File: src/rtl/cfg_i2c_pkg.sv
package cfg_i2c_pkg;

   typedef enum logic [2:0] {
      S_IDLE,
      S_DEV,
      S_MADDR,
      S_WDATA,
      S_ACK,
      S_TX,
      S_RACK
   } cfg_st_e;

endpackage

File: src/rtl/cfg_i2c_sync.sv
module cfg_i2c_sync #(
   parameter int STAGES = 2
) (
   input  logic clk,
   input  logic rst_n,
   input  logic scl_i,
   input  logic sda_i,
   output logic scl_lvl,
   output logic sda_lvl,
   output logic scl_rise,
   output logic scl_fall,
   output logic start_ev,
   output logic stop_ev
);

   logic [STAGES-1:0] scl_p, sda_p;
   logic              scl_d, sda_d;

   generate
      if (STAGES < 1) begin : g_bad
         $error("cfg_i2c_sync: STAGES must be at least 1");
      end
      if (STAGES == 1) begin : g_one
         always_ff @(posedge clk or negedge rst_n) begin
            if (!rst_n) begin
               scl_p <= '1;
               sda_p <= '1;
            end else begin
               scl_p <= scl_i;
               sda_p <= sda_i;
            end
         end
      end else begin : g_chain
         always_ff @(posedge clk or negedge rst_n) begin
            if (!rst_n) begin
               scl_p <= '1;
               sda_p <= '1;
            end else begin
               scl_p <= {scl_p[STAGES-2:0], scl_i};
               sda_p <= {sda_p[STAGES-2:0], sda_i};
            end
         end
      end
   endgenerate

   assign scl_lvl = scl_p[STAGES-1];
   assign sda_lvl = sda_p[STAGES-1];

   always_ff @(posedge clk or negedge rst_n) begin
      if (!rst_n) begin
         scl_d <= 1'b1;
         sda_d <= 1'b1;
      end else begin
         scl_d <= scl_lvl;
         sda_d <= sda_lvl;
      end
   end

   assign scl_rise = scl_lvl & ~scl_d;
   assign scl_fall = ~scl_lvl & scl_d;
   assign start_ev = scl_lvl & scl_d & sda_d & ~sda_lvl;
   assign stop_ev  = scl_lvl & scl_d & ~sda_d & sda_lvl;

endmodule

File: src/rtl/cfg_i2c_store.sv
module cfg_i2c_store #(
   parameter int                       CFG_BYTES  = 8,
   parameter int                       USER_BYTES = 8,
   parameter int                       RSV_IDX    = 7,
   parameter int                       WP_IDX     = 5,
   parameter int                       WP_BIT     = 0,
   parameter logic [8*CFG_BYTES-1:0]   CFG_RESET  = '0,
   localparam int                      AW = $clog2(CFG_BYTES + USER_BYTES)
) (
   input  logic                     clk,
   input  logic                     rst_n,
   input  logic                     we,
   input  logic [AW-1:0]            idx,
   input  logic [7:0]               wdata,
   output logic [7:0]               rdata,
   output logic                     accept,
   output logic [8*CFG_BYTES-1:0]   cfg_q
);

   logic [8*USER_BYTES-1:0] user_q;
   logic                    wp_en;
   logic                    in_cfg;

   generate
      if (WP_IDX >= CFG_BYTES || WP_BIT > 7) begin : g_bad_wp
         $error("cfg_i2c_store: write-enable bit lies outside the configuration bytes");
      end
   endgenerate

   assign wp_en  = cfg_q[8*WP_IDX + WP_BIT];
   assign in_cfg = idx < AW'(CFG_BYTES);
   assign accept = we && (in_cfg ? (idx != AW'(RSV_IDX)) : wp_en);

   generate
      for (genvar i = 0; i < CFG_BYTES; i++) begin : g_cfg
         if (i == RSV_IDX) begin : g_rsv
            assign cfg_q[8*i +: 8] = 8'h00;
         end else begin : g_reg
            always_ff @(posedge clk or negedge rst_n) begin
               if (!rst_n)
                  cfg_q[8*i +: 8] <= CFG_RESET[8*i +: 8];
               else if (accept && idx == AW'(i))
                  cfg_q[8*i +: 8] <= wdata;
            end
         end
      end
   endgenerate

   always_ff @(posedge clk or negedge rst_n) begin
      if (!rst_n) begin
         user_q <= '0;
      end else begin
         for (int k = 0; k < USER_BYTES; k++)
            if (accept && idx == AW'(CFG_BYTES + k))
               user_q[8*k +: 8] <= wdata;
      end
   end

   always_comb begin
      rdata = 8'h00;
      for (int k = 0; k < CFG_BYTES; k++)
         if (idx == AW'(k)) rdata = cfg_q[8*k +: 8];
      for (int k = 0; k < USER_BYTES; k++)
         if (idx == AW'(CFG_BYTES + k)) rdata = user_q[8*k +: 8];
   end

   // a locked user-memory write leaves the user bytes unchanged
   p_user_lock_r8: assert property (@(posedge clk) disable iff (!rst_n)
      (we && !in_cfg && !wp_en) |=> $stable(user_q));

   // configuration bytes move only on a write strobe
   p_cfg_hold_r3: assert property (@(posedge clk) disable iff (!rst_n)
      !we |=> $stable(cfg_q));

endmodule

File: src/rtl/cfg_i2c_ctrl.sv
module cfg_i2c_ctrl
   import cfg_i2c_pkg::*;
#(
   parameter logic [5:0] DEV_PREFIX  = 6'b101000,
   parameter int         BUSY_CYCLES = 50000,
   parameter logic [7:0] WIN_BASE    = 8'hF0,
   parameter int         WIN_BYTES   = 16,
   parameter int         AW          = 4
) (
   input  logic          clk,
   input  logic          rst_n,
   input  logic          scl_lvl,
   input  logic          sda_lvl,
   input  logic          scl_rise,
   input  logic          scl_fall,
   input  logic          start_ev,
   input  logic          stop_ev,
   input  logic          addr_sel,
   input  logic [7:0]    rdata,
   input  logic          accept,
   output logic          we,
   output logic [AW-1:0] idx,
   output logic [7:0]    wdata,
   output logic          sda_oe
);

   localparam int             BW        = $clog2(BUSY_CYCLES + 1);
   localparam logic [BW-1:0]  BUSY_LOAD = BW'(BUSY_CYCLES);

   cfg_st_e        st, nxt;
   logic [3:0]     cnt;
   logic [7:0]     sh;
   logic [6:0]     tx;
   logic [7:0]     ptr, off, byte_out;
   logic           wrote, in_win, last_rx;
   logic [BW-1:0]  busy_cnt;

   assign off      = ptr - WIN_BASE;
   assign in_win   = {1'b0, off} < 9'(WIN_BYTES);
   assign idx      = off[AW-1:0];
   assign byte_out = in_win ? rdata : 8'h00;
   assign last_rx  = scl_fall && (cnt == 4'd8);
   assign we       = (st == S_WDATA) && last_rx && in_win;
   assign wdata    = sh;

   always_ff @(posedge clk or negedge rst_n) begin
      if (!rst_n) begin
         st       <= S_IDLE;
         nxt      <= S_IDLE;
         cnt      <= '0;
         sh       <= '0;
         tx       <= '0;
         ptr      <= '0;
         wrote    <= 1'b0;
         sda_oe   <= 1'b0;
         busy_cnt <= '0;
      end else begin
         if (busy_cnt != '0) busy_cnt <= busy_cnt - 1'b1;
         if (start_ev) begin
            st     <= S_DEV;
            cnt    <= '0;
            sda_oe <= 1'b0;
         end else if (stop_ev) begin
            st     <= S_IDLE;
            sda_oe <= 1'b0;
            wrote  <= 1'b0;
            if (wrote) busy_cnt <= BUSY_LOAD;
         end else begin
            unique case (st)
               S_DEV, S_MADDR, S_WDATA: begin
                  if (scl_rise) begin
                     sh  <= {sh[6:0], sda_lvl};
                     cnt <= cnt + 1'b1;
                  end else if (last_rx) begin
                     cnt <= '0;
                     if (st == S_DEV) begin
                        if (sh[7:1] == {DEV_PREFIX, addr_sel} && busy_cnt == '0) begin
                           sda_oe <= 1'b1;
                           nxt    <= sh[0] ? S_TX : S_MADDR;
                           st     <= S_ACK;
                        end else begin
                           st <= S_IDLE;
                        end
                     end else if (st == S_MADDR) begin
                        ptr    <= sh;
                        sda_oe <= 1'b1;
                        nxt    <= S_WDATA;
                        st     <= S_ACK;
                     end else begin
                        ptr <= ptr + 1'b1;
                        if (in_win) begin
                           sda_oe <= 1'b1;
                           nxt    <= S_WDATA;
                           st     <= S_ACK;
                           wrote  <= wrote | accept;
                        end else begin
                           st <= S_IDLE;
                        end
                     end
                  end
               end
               S_ACK: begin
                  if (scl_fall) begin
                     if (nxt == S_TX) begin
                        tx     <= byte_out[6:0];
                        sda_oe <= ~byte_out[7];
                        cnt    <= '0;
                        ptr    <= ptr + 1'b1;
                     end else begin
                        sda_oe <= 1'b0;
                     end
                     st <= nxt;
                  end
               end
               S_TX: begin
                  if (scl_fall) begin
                     if (cnt == 4'd7) begin
                        sda_oe <= 1'b0;
                        st     <= S_RACK;
                     end else begin
                        sda_oe <= ~tx[6];
                        tx     <= {tx[5:0], 1'b0};
                        cnt    <= cnt + 1'b1;
                     end
                  end
               end
               S_RACK: begin
                  if (scl_rise) begin
                     if (sda_lvl) begin
                        st <= S_IDLE;
                     end else begin
                        nxt <= S_TX;
                        st  <= S_ACK;
                     end
                  end
               end
               default: st <= S_IDLE;
            endcase
         end
      end
   end

   // the slave starts pulling SDA only while SCL was low
   p_oe_on_low_r6: assert property (@(posedge clk) disable iff (!rst_n)
      $rose(sda_oe) |-> !$past(scl_lvl));

   // an idle slave leaves SDA alone
   p_idle_quiet_r2: assert property (@(posedge clk) disable iff (!rst_n)
      (st == S_IDLE) |-> !sda_oe);

   // an address byte arriving during the busy window is refused
   p_busy_refuse_r7: assert property (@(posedge clk) disable iff (!rst_n)
      (st == S_DEV && last_rx && busy_cnt != '0 && !start_ev && !stop_ev)
         |=> (st == S_IDLE && !sda_oe));

   // the busy window opens only at a stop condition
   p_busy_from_stop_r11: assert property (@(posedge clk) disable iff (!rst_n)
      $rose(busy_cnt != '0) |-> $past(stop_ev));

endmodule

File: src/rtl/cfg_i2c_slave.sv
module cfg_i2c_slave #(
   parameter int         SYNC_STAGES = 2,
   parameter int         BUSY_CYCLES = 50000,
   parameter logic [5:0] DEV_PREFIX  = 6'b101000,
   parameter logic [7:0] WIN_BASE    = 8'hF0,
   parameter int         CFG_BYTES   = 8,
   parameter int         USER_BYTES  = 8,
   parameter int         RSV_IDX     = 7,
   parameter int         WP_IDX      = 5,
   parameter int         WP_BIT      = 0,
   parameter logic [8*CFG_BYTES-1:0] CFG_RESET =
      {8'h00, 8'h00, 8'h08, 8'h00, 8'h77, 8'h65, 8'h43, 8'h21}
) (
   input  logic                   clk,
   input  logic                   rst_n,
   input  logic                   scl_i,
   input  logic                   sda_i,
   output logic                   sda_oe,
   input  logic                   addr_sel,
   output logic [8*CFG_BYTES-1:0] cfg_q
);

   localparam int WIN_BYTES = CFG_BYTES + USER_BYTES;
   localparam int AW        = $clog2(WIN_BYTES);

   generate
      if (BUSY_CYCLES < 1) begin : g_bad_busy
         $error("cfg_i2c_slave: BUSY_CYCLES must be positive");
      end
      if (int'(WIN_BASE) + WIN_BYTES > 256) begin : g_bad_win
         $error("cfg_i2c_slave: register window runs past address FFh");
      end
      if ((1 << AW) != WIN_BYTES) begin : g_bad_size
         $error("cfg_i2c_slave: window size must be a power of two");
      end
   endgenerate

   logic scl_lvl, sda_lvl, scl_rise, scl_fall, start_ev, stop_ev;
   logic we, accept;
   logic [AW-1:0] idx;
   logic [7:0] wdata, rdata;

   cfg_i2c_sync #(.STAGES(SYNC_STAGES)) i_sync (
      .clk      (clk),
      .rst_n    (rst_n),
      .scl_i    (scl_i),
      .sda_i    (sda_i),
      .scl_lvl  (scl_lvl),
      .sda_lvl  (sda_lvl),
      .scl_rise (scl_rise),
      .scl_fall (scl_fall),
      .start_ev (start_ev),
      .stop_ev  (stop_ev)
   );

   cfg_i2c_ctrl #(
      .DEV_PREFIX  (DEV_PREFIX),
      .BUSY_CYCLES (BUSY_CYCLES),
      .WIN_BASE    (WIN_BASE),
      .WIN_BYTES   (WIN_BYTES),
      .AW          (AW)
   ) i_ctrl (
      .clk      (clk),
      .rst_n    (rst_n),
      .scl_lvl  (scl_lvl),
      .sda_lvl  (sda_lvl),
      .scl_rise (scl_rise),
      .scl_fall (scl_fall),
      .start_ev (start_ev),
      .stop_ev  (stop_ev),
      .addr_sel (addr_sel),
      .rdata    (rdata),
      .accept   (accept),
      .we       (we),
      .idx      (idx),
      .wdata    (wdata),
      .sda_oe   (sda_oe)
   );

   cfg_i2c_store #(
      .CFG_BYTES  (CFG_BYTES),
      .USER_BYTES (USER_BYTES),
      .RSV_IDX    (RSV_IDX),
      .WP_IDX     (WP_IDX),
      .WP_BIT     (WP_BIT),
      .CFG_RESET  (CFG_RESET)
   ) i_store (
      .clk    (clk),
      .rst_n  (rst_n),
      .we     (we),
      .idx    (idx),
      .wdata  (wdata),
      .rdata  (rdata),
      .accept (accept),
      .cfg_q  (cfg_q)
   );

endmodule

File: config.mk
export PLATFORM = sky130hd
export DESIGN_NAME = cfg_i2c_slave
export DESIGN_NICKNAME = d
export VERILOG_FILES = /design/src/rtl/cfg_i2c_pkg.sv /design/src/rtl/cfg_i2c_sync.sv /design/src/rtl/cfg_i2c_store.sv /design/src/rtl/cfg_i2c_ctrl.sv /design/src/rtl/cfg_i2c_slave.sv
export SDC_FILE = /design/constraint.sdc
export NUM_CORES = 1
export LEC_CHECK = 0
export BUFFER_PORTS_ARGS = -buffer_cell sky130_fd_sc_hd__buf_4
export CAP_MARGIN = 20
export CORE_AREA = 5 5 142 144
export DETAILED_ROUTE_END_ITERATION = 8
export DIE_AREA = 0 0 147 149
export PLACE_DENSITY = 0.73
export SYNTH_ARGS = -nofsm -noshare
export SYNTH_HDL_FRONTEND = slang
export SYNTH_HIERARCHICAL = 1
export SYNTH_SLANG_ARGS = --single-unit
File: constraint.sdc
create_clock -name clk -period 4.42 [get_ports clk]
set_input_delay 1.105 -clock clk [delete_from_list [all_inputs] [get_ports clk]]
set_output_delay 1.105 -clock clk [all_outputs]
set_load 0.01 [all_outputs]
==> results.yml <==
worst_setup_path:
  rr_worst_depth: 8
  critPathArrivalTime_ps: 3230
  startpoint_type: "register"
  r2r_start: "i_ctrl/ptr[0]"
  cp.required_ps: 4770
  worstPathMaxFanout: 30
  rrSetupSlack_ps: 1530
  endpoint_kind: "register"
  r2r_end: "i_ctrl/tx[3]"
  path_class: "reg2reg"
cts:
  cts_buffers: 17
  insertion_delay_ps: 430
  path_clk_slew_ps: 60
  cts_tree: "built"
  clockBufferDepth: 2
  clock_sinks: 177
  postCtsHoldBufs: 0
  cts_max_level: 4
  ctsResizeCount: 0
  cts_setup_buffers: 0
  root_buffer: "clkbuf_16"
yosys:
  ys_seq_elements: 177
  synth_xor_area_share_pct: 1.15
  ys_seq_area_share_pct: 48.7
  synth_edf_count: 0
  synth_top_family_by_area: "multiplexers"
  synthArstFlopShare_pct: 100
  yosysUniqueCellTypes: 92
  synth_compound_area_share_pct: 10.8
  synth_mux_area_share_pct: 20.6
  syn-instance-count: 778
  avgSynthCellArea_sq_um: 11.8
  synth_simple_gate_area_share_pct: 13.8
  synth-adder-area-share_pct: 0.684
  ys_warn_count: 6
  syn_area_sq_um: 9140
  synthFlopType: "dfrtp_1"
global_routing:
  grt.overflow.total: 0
  grt_max_degree: 98
  track_usage_pct: 21.4
  antenna_found_initial: 0
  grt_pass1_wl_um: 37100
  grt_pass1_vias: 6464
timing:
  fmax_mhz: 346
  tns_ps: 0
  finalHoldViolations: 0
  worstMarginPinSlew_ps: 922
  period_needed_ps: 2890
  clock_skew_ps: 12.4
  period_share_pct: 65.4
  setup_viol: 0
  relSlewSlack_pct: 38.5
  maxSlewViolCount: 0
  rsz0062_at_grt: "no"
power:
  p_sw_share_pct: 22.0
  p_clk_share_pct: 49.3
  powerDensity_nw_per_um2: 330
  p_int_mw: 2.66
  seqPwrFrac_pct: 48.7
  p_leak_nw: 4.69
  combPwrFrac_pct: 2.1
  ir_drop_mv: 0.224
  p_sw_mw: 0.751
die:
  fp-row-count: 50
  dieArea_sq_um: 21900
  io_pins: 70
  die-height_um: 149
  core_area_sq_um: 18600
  initial_core_util_pct: 49.2
  die_x_um: 147
status:
  status: "completed"
placement:
  gp_congestion: 0.930
  place_inst: 1033
  hpwl_um: 15200
  io_buffers: 61
detailed_routing:
  post_drt_wl_per_cell_um: 21.6
  wl_met1_um: 10200
  drt_iter0_drc: 581
  dr_wl_met2_um: 11000
  ant_nets: 0
  route.met3.wl_um: 1370
  dr.pass1.iters: 5
  vias: 6485
  viasPerCell: 6.09
  finalWirelength_um: 23000
  highest_layer: "met4"
  drc: 0
min_path:
  min_to: "i_sync/scl_p[1]"
  hp-class: "reg2reg"
  whs_path_depth: 0
  min-delay-start: "i_sync/scl_p[0]"
cells_and_area:
  nets: 828
  fillers: 1580
  seq_area_sq_um: 4460
  drive_gt1_share_pct: 35.4
  multi_input_area_sq_um: 4330
  fin_cells: 1065
  antenna_cells: 0
  syn2layout_area_growth_pct: 13.2
job:
  max_cap_violations: 0
cell usage after synthesis, types with 4 or more instances:
library cell    n  area (sq um)
nand4_1         8          50.1
a32o_1          5          50.1
nand4b_1        5          43.8
and3_1          4          25.0
nor3_1         17          85.1
nor2_2          4          25.0
nand2b_1       11          68.8
mux2_2        128          1440
dfstp_2        22           578
mux4_2          8           180
o22ai_1         4          25.0
buf_4          20           150
mux2i_1        20           200
o21ai_0        36           180
xor2_1         11          96.3
nor2_1         35           131
o21a_1          5          37.5
nand2_1        43           161
ha_1            5          62.6
nor2b_1        14          87.6
clkbuf_1       17          63.8
dfrtp_1       155          3880
nor4_1          4          25.0
a21oi_1        32           160
buf_2          14          70.1
a31oi_1         9          56.3
nor2_4          5          56.3
inv_1          13          48.8
a22oi_1         9          67.6
and4b_1         4          40.0
nand3_1        18          90.1
flip-flops by register name, summed over array words and instances, names as in the netlist, 2 cells and up:
register	count
i_ctrl/busy_cnt	16
i_ctrl/tx	7
i_ctrl/wdata	8
i_ctrl/ptr	8
i_ctrl/nxt	3
i_store/cfg_q	56
i_store/user_q	64
i_sync/scl_p	2
i_sync/sda_p	2
i_ctrl/st	3
i_ctrl/cnt	4
power by group through the flow:
stage	combinational [mW]	clock (mW)	sequential (mW)
2_1_floorplan	0.0392	0	1.67
3_3_place_gp	0.0712	0	1.69
3_5_place_dp	0.0718	0	1.69
4_1_cts	0.0727	1.70	1.66
5_1_grt	0.0813	1.77	1.66
6_report	0.0704	1.68	1.66
cells by family (layout without fill, tap and decap cells):
kind of cell    after synthesis  in the layout
flops                       177            177
simple gates                205            205
buf+inv                      72            118
fa+ha+maj                     5              5
other cells                   1              8
mux                         160            160
xor+xnor                     12             12
compound gates              146            146
area by class of cell:
type | instances | share of cell area [%]
Sequential cell | 177 | 43.1
Tap cell | 234 | 2.83
Timing Repair Buffer | 70 | 5.36
Clock buffer | 18 | 4.15
Clock inverter | 14 | 2.16
Inverter | 16 | 0.580
Multi-Input combinational cell | 536 | 41.8
cell usage in the layout (no fill, tap or decap), types with 9 or more instances in the layout:
master     instances
a21oi_1           32
a22oi_1            9
a31oi_1            9
buf_4             67
clkbuf_16         17
dfrtp_1          153
dfstp_2           22
inv_1             13
mux2_2           128
mux2i_1           20
nand2_1           43
nand2b_1          11
nand3_1           18
nor2_1            35
nor2b_1           14
nor3_1            17
o21ai_0           36
xor2_1            11
routing by layer:
layer,global-route usage [%],vias up
li1,-,2931
met1,29.6,3303
met5,0,-
met2,34.2,218
met3,4.53,33
met4,6.43,0
worst max path at each step:
stage	from	endpoint	cells past startpoint
final	i_ctrl/ptr[0]	i_ctrl/tx[3]	8
after global routing	i_ctrl/ptr[2]	i_ctrl/tx[6]	7
after CTS	i_ctrl/ptr[0]	i_store/cfg_q[11]	4
after detailed placement	i_ctrl/ptr[0]	i_store/cfg_q[15]	4
after global placement	i_ctrl/ptr[0]	i_store/cfg_q[13]	4
after floorplan	i_sync/scl_d	i_store/cfg_q[32]	7
metrics by stage:
| stage | cell area [sq um] | utilization, % | worst slack (ps) | hold WS [ps] | total power [mW] |
|---|---|---|---|---|---|
| floorplan | 9170 | - | 1820 | 345 | 1.71 |
| global placement | 9700 | 52.2 | 1660 | 347 | 1.76 |
| detailed placement | 9700 | 52.2 | 1590 | 348 | 1.76 |
| CTS | 10300 | 55.7 | 1570 | 359 | 3.44 |
| global route | 10300 | 55.7 | 1320 | 364 | 3.51 |
| finish | 10300 | 55.7 | 1530 | 357 | 3.41 |
critical path, stage by stage, from the launching register on:
cell and delay [ps]:
dfrtp_2 840, buf_4 360, nor2b_1 580, a32o_1 260, a41oi_1 60, a22o_1 290, o311ai_0 110, a22oi_1 110
o21ai_0 180
Note: power is estimated with default switching activity, not from simulation.
